==> src/rtl/raster_pkg.sv <==
package raster_pkg;
  localparam int COLOR_W      = 8;
  localparam int PIX_W        = 32;
  localparam int CSR_W        = 32;
  localparam int STAT_ADDR    = 1;
  localparam int STAT_HB_BIT  = 0;
  localparam int STAT_VB_BIT  = 1;

  typedef struct packed {
    logic [COLOR_W-1:0] r;
    logic [COLOR_W-1:0] g;
    logic [COLOR_W-1:0] b;
  } rgb_t;
endpackage

==> src/rtl/raster_axis.sv <==
module raster_axis #(
  parameter int VIS  = 800,
  parameter int FP   = 210,
  parameter int SYNC = 30,
  parameter int BP   = 16
) (
  input  logic                                clk,
  input  logic                                rst,
  input  logic                                step,
  output logic [$clog2(VIS+FP+SYNC+BP)-1:0]   pos,
  output logic                                last,
  output logic                                blank,
  output logic                                sync_n
);
  localparam int TOTAL = VIS + FP + SYNC + BP;
  localparam int PW    = $clog2(TOTAL);
  localparam logic [PW-1:0] END_P  = PW'(TOTAL - 1);
  localparam logic [PW-1:0] BLK_P  = PW'(VIS);
  localparam logic [PW-1:0] SYN0_P = PW'(VIS + FP);
  localparam logic [PW-1:0] SYN1_P = PW'(VIS + FP + SYNC);

  function automatic logic blank_of(input logic [PW-1:0] p);
    return p >= BLK_P;
  endfunction

  function automatic logic sync_n_of(input logic [PW-1:0] p);
    return !((p >= SYN0_P) && (p < SYN1_P));
  endfunction

  logic          at_end;
  logic [PW-1:0] pos_nx;

  assign at_end = (pos == END_P);
  assign last   = step && at_end;

  always_comb begin
    pos_nx = pos;
    if (step) pos_nx = at_end ? '0 : pos + 1'b1;
  end

  always_ff @(posedge clk) begin
    if (rst) begin
      pos    <= '0;
      blank  <= blank_of('0);
      sync_n <= sync_n_of('0);
    end else begin
      pos    <= pos_nx;
      blank  <= blank_of(pos_nx);
      sync_n <= sync_n_of(pos_nx);
    end
  end
endmodule

==> src/rtl/raster_pixel_gate.sv <==
module raster_pixel_gate
  import raster_pkg::*;
(
  input  logic             hblank,
  input  logic             vblank,
  input  logic [PIX_W-1:0] data,
  output logic             ready,
  output rgb_t             pix
);
  logic             active;
  logic [PIX_W-1:0] unused_gated;

  assign active       = !(hblank || vblank);
  assign ready        = active;
  assign unused_gated = active ? data : '0;
  assign pix          = rgb_t'(unused_gated[3*COLOR_W-1:0]);
endmodule

==> src/rtl/raster_status.sv <==
module raster_status
  import raster_pkg::*;
#(
  parameter int AW = 4
) (
  input  logic             clk,
  input  logic             rst,
  input  logic             rd,
  input  logic [AW-1:0]    addr,
  input  logic             hblank,
  input  logic             vblank,
  output logic [CSR_W-1:0] rdata,
  output logic             rvalid
);
  localparam logic [AW-1:0] HIT = AW'(STAT_ADDR);

  logic [CSR_W-1:0] word;

  always_comb begin
    word = '0;
    word[STAT_HB_BIT] = hblank;
    word[STAT_VB_BIT] = vblank;
  end

  always_ff @(posedge clk) begin
    if (rst) begin
      rdata  <= '0;
      rvalid <= 1'b0;
    end else begin
      rvalid <= rd;
      rdata  <= (rd && addr == HIT) ? word : '0;
    end
  end
endmodule

==> src/rtl/raster_timing_sink.sv <==
module raster_timing_sink
  import raster_pkg::*;
#(
  parameter int H_VIS  = 800,
  parameter int H_FP   = 210,
  parameter int H_SYNC = 30,
  parameter int H_BP   = 16,
  parameter int V_VIS  = 480,
  parameter int V_FP   = 22,
  parameter int V_SYNC = 13,
  parameter int V_BP   = 10,
  parameter int CSR_AW = 4
) (
  input  logic              clk,
  input  logic              rst,
  input  logic              in_valid,
  input  logic [31:0]       in_data,
  output logic              in_ready,
  output logic [7:0]        red,
  output logic [7:0]        green,
  output logic [7:0]        blue,
  output logic              hsync_n,
  output logic              vsync_n,
  output logic              hblank,
  output logic              vblank,
  output logic              frame_sync,
  input  logic              csr_rd,
  input  logic [CSR_AW-1:0] csr_addr,
  output logic [31:0]       csr_rdata,
  output logic              csr_rvalid
);
  localparam int HW = $clog2(H_VIS + H_FP + H_SYNC + H_BP);
  localparam int VW = $clog2(V_VIS + V_FP + V_SYNC + V_BP);

  logic [HW-1:0] x_pos;
  logic [VW-1:0] y_pos;
  logic          line_end;
  logic          unused_frame_end;
  logic          unused_in_valid;
  logic [HW+VW-1:0] unused_pos;
  rgb_t          pix;

  assign unused_in_valid = in_valid;
  assign unused_pos      = {x_pos, y_pos};

  raster_axis #(.VIS(H_VIS), .FP(H_FP), .SYNC(H_SYNC), .BP(H_BP)) h_axis_i (
    .clk(clk), .rst(rst), .step(1'b1),
    .pos(x_pos), .last(line_end), .blank(hblank), .sync_n(hsync_n)
  );

  raster_axis #(.VIS(V_VIS), .FP(V_FP), .SYNC(V_SYNC), .BP(V_BP)) v_axis_i (
    .clk(clk), .rst(rst), .step(line_end),
    .pos(y_pos), .last(unused_frame_end), .blank(vblank), .sync_n(vsync_n)
  );

  raster_pixel_gate gate_i (
    .hblank(hblank), .vblank(vblank), .data(in_data),
    .ready(in_ready), .pix(pix)
  );

  raster_status #(.AW(CSR_AW)) status_i (
    .clk(clk), .rst(rst), .rd(csr_rd), .addr(csr_addr),
    .hblank(hblank), .vblank(vblank),
    .rdata(csr_rdata), .rvalid(csr_rvalid)
  );

  assign red        = pix.r;
  assign green      = pix.g;
  assign blue       = pix.b;
  assign frame_sync = vblank;
endmodule

==> config.mk <==
export PLATFORM = sky130hd
export DESIGN_NAME = raster_timing_sink
export DESIGN_NICKNAME = d
export VERILOG_FILES = /design/src/rtl/raster_pkg.sv /design/src/rtl/raster_axis.sv /design/src/rtl/raster_pixel_gate.sv /design/src/rtl/raster_status.sv /design/src/rtl/raster_timing_sink.sv
export SDC_FILE = /design/constraint.sdc
export NUM_CORES = 1
export LEC_CHECK = 0
export BUFFER_PORTS_ARGS = -buffer_cell sky130_fd_sc_hd__buf_4
export CORE_MARGIN = 2
export CORE_UTILIZATION = 40
export CTS_BUF_LIST = sky130_fd_sc_hd__clkbuf_4 sky130_fd_sc_hd__clkbuf_8
export CTS_CLUSTER_SIZE = 12
export DETAILED_ROUTE_END_ITERATION = 8
export PLACE_DENSITY_LB_ADDON = 0.25
export SLEW_MARGIN = 40
export SYNTH_ARGS = -nofsm -noshare
export SYNTH_HDL_FRONTEND = slang
export SYNTH_SLANG_ARGS = --single-unit
==> constraint.sdc <==
create_clock -name clk -period 2.3 [get_ports clk]
set_input_delay 0.115 -clock clk [delete_from_list [all_inputs] [get_ports clk]]
set_output_delay 0.115 -clock clk [all_outputs]
set_load 0.03 [all_outputs]
# Yosys cells after proc, flatten, opt, wreduce, memory -nomap -nowiden
# Index checks and enable logic that the tools add are counted.
[totals]
input_bits = 40
wordCells = 33
regBits = 58
out_inout_bits = 63
[op_classes]
n_eq_ne = 3
bitwise_logic = 1
add_sub_neg = 2
n_reduce_logical = 8
muxes = 4
magnitude_cmp = 6
[op_table]
columns = ["op", "count"]
rows = [
  ["24-bit two-way mux", 1],
  ["11-bit by 10-bit greater-or-equal comparator with 1-bit output (second input constant)", 2],
  ["10-bit by 9-bit greater-or-equal comparator with 1-bit output (second input constant)", 2],
  ["10-bit two-way mux", 2],
  ["11-bit by 1-bit adder with 11-bit output (second input constant)", 1],
  ["11-bit equality test (second input constant)", 1],
  ["11-bit less-than comparator (second input constant)", 1],
  ["11-bit two-way mux", 1],
  ["10-bit by 1-bit adder with 10-bit output (second input constant)", 1],
  ["10-bit equality test (second input constant)", 1],
  ["10-bit less-than comparator (second input constant)", 1],
  ["4-bit by 1-bit equality test with 1-bit output (second input constant)", 1],
  ["1-bit logical AND", 3],
  ["1-bit zero test", 3],
  ["2-bit OR reduction", 1],
  ["1-bit logical OR", 1],
  ["1-bit inverter", 1],
]

# Longest topological paths before layout
[logic_depth]
ltp_word = 6
mapped_depth = 9
depth_no_buf = 8

# Modules after synthesis
# A second synthesis with hierarchy kept.
[hier_totals]
hier_cells = 295
area_unflattened_um2 = 2442.3
[modules_own_cells]
columns = ["mod", "cells_per_inst", "area_per_inst_um2", "instances", "seq_area_each_um2"]
rows = [
  ["raster_axis (v_axis_i)", 111, 875.8, 1, 240.2],
  ["raster_axis (h_axis_i)", 111, 869.6, 1, 260.2],
  ["raster_pixel_gate", 31, 360.3, 1, 0.0],
  ["raster_status", 40, 325.3, 1, 60.1],
  ["raster_timing_sink", 2, 11.3, 1, 0.0],
]

# Worst setup path before layout
# Ideal clock, no wire load.
[synth_timing]
path_type = "register -> register"
from = "register h_axis_i.pos[6]"
to = "register v_axis_i.sync_n"
arrival_time_ns = 2.320
setup_slack_ns = -0.154
synth_period_minus_slack_ns = 2.454
setup_time_ns = 0.134
path_stages_with_launch = 9
t_required_ns = 2.166
n_path_buf = 2
path_cell_list = "dfxtp_1 > buf_2 > or3_4 > or3_1 > buf_2 > or4_4 > a22o_1 > nor4_2 > a41oi_1"
[synth_via]
elab_chain_cells = 5
word_cells_on_any_way = 6
classes_between = "2 x order compare; 1 x eq/ne; 1 x mux; 2 x reduce/logical"
[synth_rtl]
columns = ["element", "line", "source"]
rows = [
  ["start: declaration", "raster_axis.sv:10", "output logic [$clog2(VIS+FP+SYNC+BP)-1:0] pos,"],
  ["start signal: assignment", "raster_axis.sv:47", "pos <= pos_nx;"],
  ["11-bit equality test *", "raster_axis.sv:33", "assign at_end = (pos == END_P);"],
  ["10-bit two-way mux *", "raster_axis.sv:38", "if (step) pos_nx = at_end ? '0 : pos + 1'b1;"],
  ["10-bit by 9-bit greater-or-equal comparator with 1-bit output / 10-bit less-than comparator (equally long branches)", "raster_axis.sv:27", "return !((p >= SYN0_P) && (p < SYN1_P));"],
  ["1-bit logical AND *", "raster_axis.sv:27", ""],
  ["1-bit zero test *", "raster_axis.sv:27", ""],
  ["end signal: assignment", "raster_axis.sv:45", "sync_n <= sync_n_of('0);"],
  ["end signal: assignment", "raster_axis.sv:49", "sync_n <= sync_n_of(pos_nx);"],
  ["end: declaration", "raster_axis.sv:13", "output logic sync_n"],
]
# Mark *: on every way between the ends. The rest lies on a longest branch, timed or not.
# A chain may end at the register's enable or synchronous reset.

# Worst setup path in the final report
[layout_timing]
from = "register h_axis_i.pos[9]"
to = "register v_axis_i.sync_n"
# The elaborated chain is that of the path after synthesis.

==> flow_summary.ini <==
[floorplan]
design.die.area_um2 = 5440
coreArea_um2 = 4720
io_pins = 103
start_util_pct = 41.2
die_h_um = 73.8
die_x_um = 73.8
rows = 25

[pwr]
p_leak_nw = 1.12
cellPowerDensity_nw_per_um2 = 403
power_mw = 1.06
ir_drop_uv = 190

[worst_setup_path]
worstSetupEndpointType = flop
reg2reg_to = v_axis_i.sync_n$_SDFF_PP1_
critical_path_arrival_ns = 2.43
timing.reg2reg.setup_slack_ns = 0.04
start_kind = flop
critPathKind = reg2reg
critical_path.cell_chain = or3b_4, buf_4, or4_4, or3_4, a21boi_2, nor2_1, a41oi_1
critPathMaxStageDelay_ns = 0.49
worst_ep_required_time_ns = 2.46
reg2reg_depth = 7
cp_num_buf_inv = 1
crit_family = simple AND/OR/NAND/NOR gates
cp_max_fo = 4
cpMaxStageDelayCell = or4_4
timing.rr.start = h_axis_i.pos[9]$_SDFF_PP0_

[cts]
clkSinkCount = 28
cts_tree = built
clock_latency_ns = 0.28
root_buffer = clkbuf_8
clk_pin_slew_ns = 0.10
cts_made_buffers = 3
h-tree-depth = 1
cts_max_path_buffers = 2

[timing]
slew_violations = 0
setup_tns_ns = 0
fmax_mhz = 442
rsz0062_at_grt = true
min_period_ns = 2.26
hold_viol_final = 0
fin_skew_ns = 0.00554
finalSetupViolCount = 0
fin_crit_sh_pct = 98.5
fin_ws_ns = 0.0353
holdWs_ns = 0.0818

[global_routing]
grt_max_degree = 26
grt_pass1_wl_mm = 6.81
grt_pass1_vias = 1569
gr-total-overflow = 0
grt_use_total_pct = 16.1
grt_antenna_before_repair = 0

[layout]
multiInputGateArea_um2 = 1230
fin_cells = 392
diodes = 0
drive_gt1_share_pct = 34.8
n_fill_cell = 445
nNetsFinal = 369
syn2layout_area_growth_pct = 34.7
seq_area_um2 = 566

[logic_synthesis]
synth_top_area_share_pct = 28.8
synth_ff_type = dfxtp_1
synth_area_leaders = dfxtp_1 (29%), buf_4 (12%), and2_1 (9.0%)
yosysMostFrequentCell = buf_4
syn_area_per_cell_um2 = 7.88
syn_area_um2 = 1950
synth.yosys.seq_area_share_pct = 28.8
synth_top_cell_by_area = dfxtp_1
post_synth_num_cell_types = 51
async_flop_share_pct = 0
yosysWarnings = 0
synth_edf_count = 0
synth.ff_latch_count = 28
syn_inst = 247
synth_top_cells_by_count = buf_4 (31), and2_1 (28), dfxtp_1 (28)

[routing]
viasPerCell = 4.86
drc = 0
wl_per_cell_um = 12.1
drt-initial-drc-count = 56
wl_mm = 4.76
postRouteAntennaNets = 0
vias = 1904
dr.pass1.iters = 4

[flow_run]
maxCapViolations = 0

[min_path]
hp-class = in2reg
hold_path_depth = 2
min_from = csr_rd
whs_endpoint = status_i.rvalid$_SDFF_PP0_

[outcome]
status = completed

[placed_design]
place_hpwl_mm = 3.64
gp_congestion = 0.774
dpl_worst_slack_ns = -0.00378
dpl.cell_count = 385
io_buffer_count = 63
## sequential cells by signal, summed over array words and instances, names as in the netlist
name and flops:
h_axis_i.blank 1, status_i.rdata 2, v_axis_i.sync_n 1, h_axis_i.sync_n 1, v_axis_i.blank 1, v_axis_i.pos 10
status_i.rvalid 1, h_axis_i.pos 11
## metal layers
metal	part of all wire, %	routed length, um	global-route usage (%)	vias up
li1	-	-	-	959
met1	40	1900	18.0	863
met2	49	2330	28.7	75
met3	9.3	441	3.98	7
met4	1.7	82	7.07	0
met5	0	0	0	-
## where the power goes
group	total (mW)	leakage (nW)	switching, mW	internal, mW
logic	0.250	0.868	0.158	0.0928
registers	0.498	0.228	0.00614	0.492
clock network	0.309	0.0288	0.155	0.154
total	1.06	1.12	0.319	0.738
## repair_timing
item | 4_1_cts | 5_1_grt
pin swaps | 0 | 5
resized for setup | 1 | 13
buffers inserted | 0 | 3
hold buffers | 0 | 0
setup endpoints to repair | 1 | 1
## cell families after synthesis
| kind of cell | share of synthesized area [%] |
|---|---|
| buffers and inverters | 16.3 |
| and+or+nand+nor | 34.4 |
| DFF | 28.8 |
| xor gates and xnor gates | 5.85 |
| other | 0.193 |
| adders and majority gates | 2.44 |
| AOI/OAI and AO/OA | 12.0 |
## layout make-up
cell class	count	area share (%)
well taps	67	3.20
multi-input cells	198	46.9
inverters	7	1.00
repair buffers	88	25.2
flip-flops and latches	28	21.6
clock buffers	4	2.10
## worst max path at each step
stage / start / endpoint / slack [ns] / cells past startpoint
2_1_floorplan: h_axis_i.pos[10]$_SDFF_PP0_ / v_axis_i.sync_n$_SDFF_PP1_ / -0.01 / 8
3_3_place_gp: h_axis_i.pos[9]$_SDFF_PP0_ / v_axis_i.sync_n$_SDFF_PP1_ / 0.009 / 6
3_5_place_dp: h_axis_i.pos[9]$_SDFF_PP0_ / v_axis_i.sync_n$_SDFF_PP1_ / -0.004 / 6
4_1_cts: h_axis_i.pos[0]$_SDFF_PP0_ / v_axis_i.sync_n$_SDFF_PP1_ / 0.03 / 8
5_1_grt: h_axis_i.pos[9]$_SDFF_PP0_ / v_axis_i.sync_n$_SDFF_PP1_ / -0.05 / 7
6_report: h_axis_i.pos[9]$_SDFF_PP0_ / v_axis_i.sync_n$_SDFF_PP1_ / 0.04 / 7
## cells in the final DEF, fill, tap and decap left out, types with 2 or more instances in the layout
master | synthesis | routed
buf_4 | 31 | 88
conb_1 | 1 | 30
and2_1 | 28 | 28
nor2_1 | 27 | 26
dfxtp_1 | 28 | 24
nand3_1 | 11 | 11
nand2_1 | 10 | 10
nor3_1 | 8 | 8
inv_1 | 7 | 7
a21oi_1 | 7 | 7
xnor2_1 | 7 | 7
xor2_1 | 6 | 6
nand4_1 | 4 | 4
and3_1 | 4 | 4
o21ai_0 | 4 | 4
clkbuf_8 | 0 | 4
dfxtp_2 | 0 | 4
or3_4 | 1 | 3
nor4_2 | 1 | 3
a31oi_1 | 3 | 3
and4_1 | 2 | 2
nor4_1 | 5 | 2
nand4b_1 | 2 | 2
or3_1 | 4 | 2
o21a_1 | 2 | 2
o31ai_1 | 2 | 2
o211a_1 | 2 | 2
or4_4 | 1 | 2
o22ai_1 | 2 | 2
ha_1 | 3 | 2
## worst reg2reg max path: cells and delay by family (launching register included)
kind | cells | cell delay, ns
AND/OR/NAND/NOR | 4 | 1.38
flip-flops | 1 | 0.33
buffers and inverters | 1 | 0.15
AO/OA/AOI/OAI | 2 | 0.29
## stage by stage
| stage | area (um2) | util [%] |
|---|---|---|
| floorplan | 2080 | - |
| detailed placement | 2500 | 52.9 |
| CTS | 2560 | 54.1 |
| global route | 2620 | 55.5 |
| finish | 2620 | 55.5 |
| global placement | 2500 | 52.9 |
No activity file was read; power rests on OpenSTA's default activity.
